--- src/rtl/xcvr_pkg.sv ---
package xcvr_pkg;
  typedef enum logic [1:0] {
    DRV_NONE = 2'd0,
    DRV_A    = 2'd1,
    DRV_B    = 2'd2
  } drv_e;
endpackage

--- src/rtl/xcvr_capture.sv ---
module xcvr_capture #(
  parameter int WIDTH = 8
) (
  input  logic             clk,
  input  logic             rst,
  input  logic             stb,
  input  logic [WIDTH-1:0] d,
  output logic [WIDTH-1:0] q
);
  logic stb_q;
  logic rise;

  assign rise = stb & ~stb_q;

  always_ff @(posedge clk) begin
    if (rst) begin
      stb_q <= 1'b0;
      q     <= '0;
    end else begin
      stb_q <= stb;
      if (rise) q <= d;
    end
  end

  // a detected rising strobe loads the port value
  assert_capture_R3: assert property (@(posedge clk) disable iff (rst)
    (stb && !stb_q) |=> (q == $past(d)));

  // a strobe held high leaves the register untouched
  assert_hold_R11: assert property (@(posedge clk) disable iff (rst)
    (stb && stb_q) |=> $stable(q));
endmodule

--- src/rtl/xcvr_drive_ctrl.sv ---
module xcvr_drive_ctrl
  import xcvr_pkg::*;
(
  input  logic oe_n,
  input  logic dir,
  input  logic sel_ab,
  input  logic sel_ba,
  output drv_e drv,
  output logic use_store
);
  always_comb begin
    drv       = DRV_NONE;
    use_store = 1'b0;
    if (!oe_n) begin
      if (dir) begin
        drv       = DRV_B;
        use_store = sel_ab;
      end else begin
        drv       = DRV_A;
        use_store = sel_ba;
      end
    end
  end
endmodule

--- src/rtl/xcvr_lane.sv ---
module xcvr_lane #(
  parameter int WIDTH = 8
) (
  input  logic             en,
  input  logic             use_store,
  input  logic [WIDTH-1:0] live,
  input  logic [WIDTH-1:0] stored,
  output logic [WIDTH-1:0] out
);
  always_comb begin
    if (!en)            out = '0;
    else if (use_store) out = stored;
    else                out = live;
  end
endmodule

--- src/rtl/bidir_latch_xcvr.sv ---
module bidir_latch_xcvr
  import xcvr_pkg::*;
#(
  parameter int WIDTH = 8
) (
  input  logic             clk,
  input  logic             rst,
  input  logic             oe_n,
  input  logic             dir,
  input  logic             sel_ab,
  input  logic             sel_ba,
  input  logic             cap_a,
  input  logic             cap_b,
  input  logic [WIDTH-1:0] a_in,
  output logic [WIDTH-1:0] a_out,
  output logic             a_oe,
  input  logic [WIDTH-1:0] b_in,
  output logic [WIDTH-1:0] b_out,
  output logic             b_oe
);
  logic [WIDTH-1:0] reg_a;
  logic [WIDTH-1:0] reg_b;
  drv_e             drv;
  logic             use_store;

  xcvr_capture #(.WIDTH(WIDTH)) u_cap_a (
    .clk(clk), .rst(rst), .stb(cap_a), .d(a_in), .q(reg_a)
  );

  xcvr_capture #(.WIDTH(WIDTH)) u_cap_b (
    .clk(clk), .rst(rst), .stb(cap_b), .d(b_in), .q(reg_b)
  );

  xcvr_drive_ctrl u_ctrl (
    .oe_n(oe_n), .dir(dir), .sel_ab(sel_ab), .sel_ba(sel_ba),
    .drv(drv), .use_store(use_store)
  );

  assign a_oe = (drv == DRV_A);
  assign b_oe = (drv == DRV_B);

  xcvr_lane #(.WIDTH(WIDTH)) u_lane_ba (
    .en(a_oe), .use_store(use_store), .live(b_in), .stored(reg_b), .out(a_out)
  );

  xcvr_lane #(.WIDTH(WIDTH)) u_lane_ab (
    .en(b_oe), .use_store(use_store), .live(a_in), .stored(reg_a), .out(b_out)
  );

  assert_one_driver_R12: assert property (@(posedge clk) disable iff (rst)
    !(a_oe && b_oe));

  assert_isolate_R2: assert property (@(posedge clk) disable iff (rst)
    oe_n |-> (!a_oe && !b_oe && a_out == '0 && b_out == '0));

  assert_pass_ab_R5: assert property (@(posedge clk) disable iff (rst)
    (!oe_n && dir && !sel_ab) |-> (b_out == a_in && b_oe && !a_oe));

  assert_pass_ba_R7: assert property (@(posedge clk) disable iff (rst)
    (!oe_n && !dir && !sel_ba) |-> (a_out == b_in && a_oe && !b_oe));

  assert_stored_follow_R9: assert property (@(posedge clk) disable iff (rst)
    (!oe_n && dir && sel_ab && $stable(reg_a)) |=>
      ((!oe_n && dir && sel_ab) ? (b_out == $past(b_out) || reg_a != $past(reg_a)) : 1'b1));
endmodule

--- config.mk ---
export PLATFORM = sky130hd
export DESIGN_NAME = bidir_latch_xcvr
export DESIGN_NICKNAME = d
export VERILOG_FILES = /design/src/rtl/xcvr_pkg.sv /design/src/rtl/xcvr_capture.sv /design/src/rtl/xcvr_drive_ctrl.sv /design/src/rtl/xcvr_lane.sv /design/src/rtl/bidir_latch_xcvr.sv
export SDC_FILE = /design/constraint.sdc
export NUM_CORES = 1
export LEC_CHECK = 0
export ABC_AREA = 0
export BUFFER_PORTS_ARGS = -buffer_cell sky130_fd_sc_hd__buf_2
export CAP_MARGIN = 5
export CORE_MARGIN = 5
export CORE_UTILIZATION = 54
export CTS_BUF_LIST = sky130_fd_sc_hd__clkbuf_8
export DETAILED_ROUTE_END_ITERATION = 7
export GPL_TIMING_DRIVEN = 0
export PLACE_DENSITY = 0.94
export SYNTH_ARGS = -nofsm -noshare
export SYNTH_HDL_FRONTEND = slang
export SYNTH_HIERARCHICAL = 1
export SYNTH_SLANG_ARGS = --single-unit
--- constraint.sdc ---
create_clock -name clk -period 1.5 [get_ports clk]
set_clock_uncertainty 0.1 [all_clocks]
set_input_delay 0 -clock clk [delete_from_list [all_inputs] [get_ports clk]]
set_output_delay 0 -clock clk [all_outputs]
set_load 0.1 [all_outputs]
# --- Word level (Yosys, flattened, before mapping) ---
# Index checks and enable logic that the tools add are counted.
op_classes:
  n_eq_ne: 2
  muxes: 8
  bitwise: 4
op_table:
  columns: ["operator", "count"]
  rows:
  - ["2-to-1 mux 8 bit", 4]
  - ["2-to-1 mux 2 bit", 2]
  - ["bitwise AND 1 bit", 2]
  - ["equality test 2 x 1 -> 1 bit (second input constant)", 1]
  - ["equality test 2 bit (second input constant)", 1]
  - ["2-to-1 mux 1 bit", 2]
  - ["NOT 1 bit", 2]
totals:
  reg_bits: 18
  inputBits: 24
  output_inout_bits: 18

# --- Logic depth before layout (Yosys ltp) ---
# Gate-level depths: netlist of run 1.
depth:
  depth_word: 4
  mapped_depth: 5

# --- Hierarchy ---
# The synthesis of run 1 kept the hierarchy.
by_module_without_submodules:
  columns: ["mod", "n_inst", "cells_each", "area_per_inst_um2", "seq_area_each_um2"]
  rows:
  - ["xcvr_capture", 2, 36, 396.6, 180.2]
  - ["xcvr_lane", 2, 17, 141.4, 0.0]
  - ["xcvr_drive_ctrl", 1, 4, 23.8, 0.0]
  - ["bidir_latch_xcvr", 1, 2, 15.0, 0.0]

# --- Worst setup path before layout of run 1 ---
# Ideal clock, no wire load.
synth_path:
  path_kind: "input port to output port"
  from: "in dir"
  to: "out a_out[0]"
  t_arrival_ns: 3.102
  required_ns: 1.400
  slack_ns: -1.702
  path_stages: 3
  path_cell_list: "nor2_1 > nor2b_1 > nor2b_1"
synth_via:
  elab_chain_len: 4
  word_cells_on_any_way: 7
synth_rtl:
  columns: ["item", "line", "text"]
  rows:
  - ["from (decl)", "bidir_latch_xcvr.sv:9", "input logic dir,"]
  - ["2-to-1 mux 2 bit", "xcvr_drive_ctrl.sv:15", "if (dir) begin"]
  - ["2-to-1 mux 2 bit", "xcvr_drive_ctrl.sv:14", "if (!oe_n) begin"]
  - ["equality test 2 x 1 -> 1 bit", "bidir_latch_xcvr.sv:39", "assign a_oe = (drv == DRV_A);"]
  - ["net a_oe", "bidir_latch_xcvr.sv:16", "output logic a_oe,"]
  - ["2-to-1 mux 8 bit", "xcvr_lane.sv:11", "if (!en) out = '0;"]
  - ["to (decl)", "bidir_latch_xcvr.sv:15", "output logic [WIDTH-1:0] a_out,"]
# The timed path passes the listed nets, and every way through them passes these cells.

# --- Final worst setup path of run 1 ---
layout_path:
  from: "in dir"
  to: "out b_out[0]"
layout_via:
  elab_chain_len: 4
  word_cells_on_any_way: 7
layout_rtl:
  columns: ["item", "line", "text"]
  rows:
  - ["2-to-1 mux 1 bit", "xcvr_drive_ctrl.sv:15", null]
  - ["2-to-1 mux 1 bit", "xcvr_drive_ctrl.sv:14", null]
  - ["net use_store", "bidir_latch_xcvr.sv:24", "logic use_store;"]
  - ["2-to-1 mux 8 bit", "xcvr_lane.sv:12", "else if (use_store) out = stored;"]
  - ["2-to-1 mux 8 bit", "xcvr_lane.sv:11", null]
  - ["to (decl)", "bidir_latch_xcvr.sv:18", "output logic [WIDTH-1:0] b_out,"]
# The timed path passes the listed nets, and every way through them passes these cells.

==> metrics, run 1 <==
power per cell area 827 mW/mm^2; # H-tree levels 1; largest net degree at the start of global routing 17; status completed; antenna violations before repair 0; Critical Path Fanout Max 8; height of the chip 55.4 um; FILL cells 117; worst vdd ir 0.000625 V; maxcap violations 0; R2R depth 2; Seq cells post-synth 18; Placed Cells 180; slew at the pin closest to its max-slew limit 0.509 ns; leakage power 0.696 nW; Final Cell Area 0.00168 mm^2; Slowest Stage Delay on Critical Path 0.44 ns; Initial Util 0.568; total congestion overflow 0; number of global-route vias before repair 1191; Unique masters post-synth 12; port bufs 41; Critical Path AT 1.32 ns; reg-to-reg slack, setup 0.35 ns; Clk Latency, worst-skew pair 0.25 ns; NumNets Final 200; minimum clock period 1.42 ns; CTS tree built; Critical-path top delay cell buf_2; antenna cells 0; Final Hold Vio Count 0; worst hold stages 3; first-pass GRT wire length 5.94 mm; GP Congestion 0.752; final non-filler cell total 202; fin crit share 0.945; DRC violations left 0; Top Ports 42; post-synthesis sequential area ratio 0.323; CP required 1.40 ns; Syn Std Cell Area 0.00111 mm^2; die footprint 0.00307 mm^2; CP Capture Type output port; 1st-pass router iterations 4; Clock Tree Root clkbuf_8; GRT Total Usage 0.241; Inserted Clock Buffers 3; setup_tns 0 ns; Cell Area, Placed 0.00145 mm^2; post-synthesis net count 136; routed wire length 3.65 mm; vias 1179; Cell Rows 16; fin. max-slew vios 0; endpoints failing setup 0; unrepaired setup endpoints after global routing no; CP cell instances buf_2, mux2i_1, nor2_1, buf_6, mux2i_1, nor2b_4, buf_2; vias per inst 5.84; worst-case clock buffer depth 2; final total power 1.39 mW; Die Wd 55.4 um; worst rel slew slack 0.663; Area Overhead vs Synth 51.0%; Syn Area/Cell 9.95 um^2; synth warn 6; Hold Crit Start rst; crit path kind in -> out; Achievable Freq 706 MHz; Mapped Cells 112; core area 0.00196 mm^2; R2R Path Start u_cap_b/stb_q; CTS sink count 18; layout cells sized above 1 0.440; Final ANT Viol Nets 0; clock-pin transition on the worst setup and hold timing paths 0.08 ns; RR Endpoint u_cap_b/q[6]; Hold Crit Endpoint u_cap_a/q[5]; HP Class in -> reg; DPL Wire Length 2.01 mm; post-CTS sizing 0; violation count after the first detailed-route iteration 49; startpoint types input port; drt wl/cell 18.1 um
## synthesized netlist by cell type
library cell   n  area, um^2
mux2i_1       17         170
o21ai_2        8        70.1
buf_2          2        10.0
nand4bb_1     16         180
nor2b_1       20         125
and2b_2        1        8.76
buf_6          2        22.5
and2b_4        2        20.0
nor2_1         2        7.51
o21ai_1        8        40.0
nand2b_1      16         100
dfxtp_1       18         360
## metrics by stage
step / setup slack (ns) / util / hold WS, ns
3_3_place_gp: 0.152 / 0.738 / 0.176
5_1_grt: 0.0369 / 0.858 / 0.139
6_report: 0.0827 / 0.858 / 0.113
2_1_floorplan: -0.179 / - / 0.0282
3_5_place_dp: 0.114 / 0.738 / 0.198
4_1_cts: 0.0995 / 0.858 / 0.110
## worst max-delay path by stage
stage,end,startpoint
finish,b_out[0],dir
global route,a_out[0],dir
CTS,a_out[6],dir
detailed placement,a_out[3],dir
global placement,a_out[1],dir
floorplan,b_out[1],dir
## layout make-up
class / count / area, um^2 / area share
multi-input combinational: 90 / 816 / 0.485
timing repair buffer: 59 / 385 / 0.229
sequential: 18 / 360 / 0.214
clock buffer: 4 / 55.1 / 0.0327
tap: 27 / 33.8 / 0.0201
buffer: 4 / 32.5 / 0.0193
## critical path, delay by kind of cell
kind          cells  cell delay [ns]
mux               2             0.24
buf+inv           3             0.76
simple gates      2             0.31
## metal layers
layer,global-route usage,share of wire,vias up
met5,0,0,-
met4,0.118,0.033,0
met3,0.0420,0.074,14
met2,0.429,0.52,74
met1,0.274,0.38,564
li1,-,-,527
## registers in the layout, summed over array words and instances (netlist names)
name / count
u_cap_a/stb_q: 1
u_cap_b/q: 8
u_cap_b/stb_q: 1
u_cap_a/q: 8
## kinds of logic after synthesis
logic type	share of synthesized area
flip-flops	0.323
AND/OR/NAND/NOR	0.396
multiplexers	0.153
AO/OA/AOI/OAI	0.0988
buffers and inverters	0.0292
## repair_timing
item / 4_1_cts / 5_1_grt
buffers inserted: 0 / 0
hold buffers: 18 / 0
hold endpoints to repair: 18 / 0
## cell usage in the layout, fill, tap and decap left out
master and instances:
and2b_4 3, dfxtp_1 18, buf_2 43, nand4bb_1 16, nor2b_1 3, clkbuf_8 4, buf_6 2, nor2b_4 10
o21ai_2 8, dlygate4sd3_1 18, nand2b_1 16, o21ai_1 8, mux2i_1 17, nor2_1 2, nor2b_2 7
## power by group
group,switching [mW],internal (mW),total [mW]
logic,0.281,0.168,0.449
registers,0.0209,0.506,0.527
clock network,0.182,0.234,0.415
Power figures use the tool's default switching activity.
==> inputs of run 2 (changes only) <==
--- a/config.mk
+++ b/config.mk
@@ -14,6 +14,8 @@
 export DETAILED_ROUTE_END_ITERATION = 7
 export GPL_TIMING_DRIVEN = 0
 export PLACE_DENSITY = 0.94
+export RECOVER_POWER = 100
+export SLEW_MARGIN = 10
 export SYNTH_ARGS = -nofsm -noshare
 export SYNTH_HDL_FRONTEND = slang
 export SYNTH_HIERARCHICAL = 1
==> metrics, run 2 (same netlist as run 1, synthesis figures left out) <==
GP Congestion 0.752; commonest non-fill, non-tap cell in the layout buf_2; Critical-path top delay cell dlygate4sd3_1; postcts setup bufs 0; Cell Rows 16; status completed; port bufs 41; endpoints failing setup 0; NumNets Final 200; Placed Cells 180; Clk Latency, worst-skew pair 0.26 ns; Buf+Inv Stages, Crit Path 3; crit path kind in -> out; Critical Path Fanout Max 2; slew at the pin closest to its max-slew limit 0.564 ns; GRT Total Usage 0.241; most frequent cells in the layout 34 x buf_2, 18 x dlygate4sd3_1, 18 x dfxtp_1; worst vdd ir 0.000610 V; Slowest Stage Delay on Critical Path 0.54 ns; setup_tns 0 ns; Top Ports 42; DPL Wire Length 2.01 mm; number of global-route vias before repair 1191; # H-tree levels 1; Critical Path AT 1.33 ns; Inserted Clock Buffers 3; clock-pin transition on the worst setup and hold timing paths 0.08 ns; vias 1150; DRC violations left 0; CP Capture Type output port; Final Hold Vio Count 0; power per cell area 832 mW/mm^2; final non-filler cell total 202; WP depth 5; antenna cells 0; CTS sink count 18; drt wl/cell 18.1 um; Clock Tree Root clkbuf_8; R2R depth 2; Cell Area, Placed 0.00145 mm^2; HP Class in -> reg; CP required 1.40 ns; antenna violations before repair 0; minimum clock period 1.43 ns; Initial Util 0.568; total congestion overflow 0; height of the chip 55.4 um; CP top delay family buffers and inverters; Largest regs u_cap_a/q (8), u_cap_b/q (8); unrepaired setup endpoints after global routing no; largest net degree at the start of global routing 17; first-pass GRT wire length 5.94 mm; Final Cell Area 0.00166 mm^2; worst setup margin 0.0673 ns; Final ANT Viol Nets 0; CTS tree built; Achievable Freq 698 MHz; vias per inst 5.69; 1st-pass router iterations 4; worst-case clock buffer depth 2; final total power 1.38 mW; violation count after the first detailed-route iteration 55; die footprint 0.00307 mm^2; post-placement setup slack 0.114 ns; Die Wd 55.4 um; worst rel slew slack 0.626; layout cells sized above 1 0.394; core area 0.00196 mm^2; Area Overhead vs Synth 48.7%; fin crit share 0.955; routed wire length 3.67 mm; worst hold stages 3; leakage power 0.675 nW; startpoint types input port; CP cell instances dlygate4sd3_1, buf_2, mux2i_1, nor2b_2, clkbuf_2; fin. max-slew vios 0; maxcap violations 0
==> run 2: repair_timing <==
item,in CTS,in global routing
hold buffers,18,0
endpoints found under the hold margin,18,0
gates resized for setup,0,0
==> run 2: cell type report <==
class	count	area [um^2]
fill	131	304
clock buffer	4	55.1
multi-input combinational	90	793
sequential	18	360
timing repair buffer	59	383
tap	27	33.8
buffer	4	32.5
==> run 2: worst register-to-register path, stage by stage, from the launching register on <==
cell and delay (ns):
dfxtp_1 0.49, and2b_4 0.27, o21ai_0 0.28
==> run 2: final timing paths <==
check                                   start            to  slack (ns)
worst min-delay path                      rst  u_cap_a/q[1]        0.12
worst max-delay path                  a_in[7]      b_out[7]        0.07
worst min register to register   u_cap_a/q[0]  u_cap_a/q[0]        0.38
worst max register to register  u_cap_b/stb_q  u_cap_b/q[6]        0.25
==> run 2: power breakdown <==
| group | total [mW] | switching [mW] | internal (mW) |
|---|---|---|---|
| clock network | 0.414 | 0.180 | 0.234 |
| logic | 0.438 | 0.275 | 0.164 |
| registers | 0.527 | 0.0209 | 0.506 |
==> run 2: routing by layer <==
layer,track usage,vias to the layer above,share of wire
li1,-,523,-
met1,0.274,543,0.39
met2,0.429,68,0.50
met3,0.0420,16,0.066
met4,0.118,0,0.036
met5,0,-,0
==> run 2: metrics by stage <==
stage | hold slack, ns | util
detailed placement | 0.198 | 0.738
finish | 0.118 | 0.845
global placement | 0.176 | 0.738
CTS | 0.110 | 0.858
floorplan | 0.0282 | -
global route | 0.143 | 0.845
==> inputs of run 3 (changes only) <==
--- a/config.mk
+++ b/config.mk
@@ -9,11 +9,11 @@
 export BUFFER_PORTS_ARGS = -buffer_cell sky130_fd_sc_hd__buf_2
 export CAP_MARGIN = 5
 export CORE_MARGIN = 5
-export CORE_UTILIZATION = 54
+export CORE_UTILIZATION = 50
 export CTS_BUF_LIST = sky130_fd_sc_hd__clkbuf_8
 export DETAILED_ROUTE_END_ITERATION = 7
 export GPL_TIMING_DRIVEN = 0
-export PLACE_DENSITY = 0.94
+export PLACE_DENSITY = 0.88
 export RECOVER_POWER = 100
 export SLEW_MARGIN = 10
 export SYNTH_ARGS = -nofsm -noshare
==> constraint.sdc (replaced) <==
create_clock -name clk -period 1.44 [get_ports clk]
set_clock_uncertainty 0.1 [all_clocks]
set_input_delay 0 -clock clk [delete_from_list [all_inputs] [get_ports clk]]
set_output_delay 0 -clock clk [all_outputs]
set_load 0.1 [all_outputs]
==> metrics, run 3 (same netlist as run 1, synthesis figures left out) <==
total congestion overflow 0; # H-tree levels 1; CTS sink count 18; final hold slack 0.126 ns; NumNets Final 200; drt wl/cell 17.5 um; Final Cell Area 0.00176 mm^2; antenna cells 0; Die Wd 57.2 um; Clk Latency, worst-skew pair 0.26 ns; CP Capture Type output port; height of the chip 57.2 um; Inserted Clock Buffers 3; leakage power 0.690 nW; startpoint types input port; fin. max-slew vios 0; worst vdd ir 0.000730 V; Switching Fraction 0.340; worst-case clock buffer depth 2; Final Hold Vio Count 0; CTS tree built; routed wire length 3.55 mm; Critical Path AT 1.29 ns; P_sw 497 uW; setup_tns 0 ns; DPL Wire Length 2.04 mm; GRT Total Usage 0.208; crit path kind in -> out; status completed; sequential power share 0.377; reg-to-reg slack, setup 0.28 ns; Int Power 963 uW; violation count after the first detailed-route iteration 33; DRC violations left 0; layout cells sized above 1 0.429; Max Used Layer met4; first-pass GRT wire length 5.25 mm; Clk pwr share 0.291; crit path to a_out[7]; antenna violations before repair 0; Initial Util 0.514; Hold Crit Start rst; combinational power share 0.333; die footprint 0.00327 mm^2; Final ANT Viol Nets 0; HP Class in -> reg; RR Endpoint u_cap_b/q[7]; worst rel slew slack 0.642; vias 1104; CP required 1.34 ns; clock-pin transition on the worst setup and hold timing paths 0.07 ns; wire length on met2 1.85 mm; maxcap violations 0; Cell Area, Placed 0.00150 mm^2; Largest regs u_cap_a/q (8), u_cap_b/q (8); Top Ports 42; 1st-pass router iterations 4; minimum clock period 1.39 ns; port bufs 41; Area Overhead vs Synth 58.1%; Critical Path Fanout Max 8; endpoints failing setup 0; vias per inst 5.44; most frequent cells in the layout 22 x buf_2, 18 x nor2b_4, 18 x dlygate4sd3_1, 18 x dfxtp_1; commonest non-fill, non-tap cell in the layout buf_2; Metal-1 WL 1.40 mm; GP Congestion 0.772; largest net degree at the start of global routing 17; slew at the pin closest to its max-slew limit 0.539 ns; R2R Path Start u_cap_b/stb_q; core area 0.00217 mm^2; Clock Tree Root clkbuf_8; power per cell area 828 mW/mm^2; Achievable Freq 717 MHz; R2R depth 2; postcts setup bufs 0; number of global-route vias before repair 1133; Cell Rows 17; CP Launch Point dir; met3 wire len 189 um; fin crit share 0.968; unrepaired setup endpoints after global routing no
## run 3: cell count changes in the layout (fill, tap and decap cells not counted)
cell      change
mux2i_1       -3
nor2b_1       -1
nor2b_4       +8
nor2_2        +1
nor2b_2       -7
buf_2        -12
mux2i_2       +3
nor2_4        +1
nor2_1        -2
clkbuf_2      -4
clkbuf_4     +15
buf_4         +1
## run 3: cell type report
class | count | area, um^2
well taps | 28 | 35.0
flip-flops and latches | 18 | 360
fillers | 143 | 407
clock buffers | 4 | 55.1
multi-input cells | 90 | 857
repair buffers | 59 | 423
plain buffers | 4 | 32.5
## run 3: worst min-delay path by stage
stage	slack, ns	to	depth (start not counted)
after detailed placement	0.19	u_cap_b/q[5]	3
after global routing	0.16	u_cap_a/q[5]	3
after CTS	0.13	u_cap_a/q[5]	3
after floorplan	0.03	u_cap_a/stb_q	1
after global placement	0.18	u_cap_b/q[7]	3
final	0.13	u_cap_a/q[5]	3
## run 3: power by group through the flow
stage | combinational (mW) | sequential (mW) | clock, mW
floorplan | 0.342 | 0.552 | 0
global placement | 0.422 | 0.556 | 0
detailed placement | 0.434 | 0.559 | 0
CTS | 0.476 | 0.548 | 0.423
global route | 0.509 | 0.553 | 0.453
finish | 0.486 | 0.550 | 0.425
## run 3: critical path, stage by stage
cell and delay, ns:
clkbuf_2 0.13, mux2i_1 0.15, nor2_2 0.16, buf_6 0.19
mux2i_1 0.32, nor2b_4 0.06, clkbuf_4 0.28
## run 3: stage by stage
stage               power [mW]  setup slack (ns)  cells  utilization
floorplan                0.894           -0.0159    112            -
global placement         0.978            0.0648    181        0.691
detailed placement       0.993           0.00253    181        0.691
CTS                       1.45           0.00249    203        0.802
global route              1.52           0.00101    203        0.813
finish                    1.46            0.0461    203        0.813
## run 3: timing repair
action                                  4_1_cts  5_1_grt
hold buffers                                 18        0
gates resized for setup                       2       20
endpoints found under the setup margin        2       16
pin swaps                                     0        0
endpoints found under the hold margin        18        0
cloned                                        0        0
## run 3: routing by layer
layer | up-vias | GRT usage
li1 | 527 | -
met1 | 522 | 0.242
met2 | 44 | 0.364
met3 | 11 | 0.0294
met4 | 0 | 0.113
met5 | - | 0
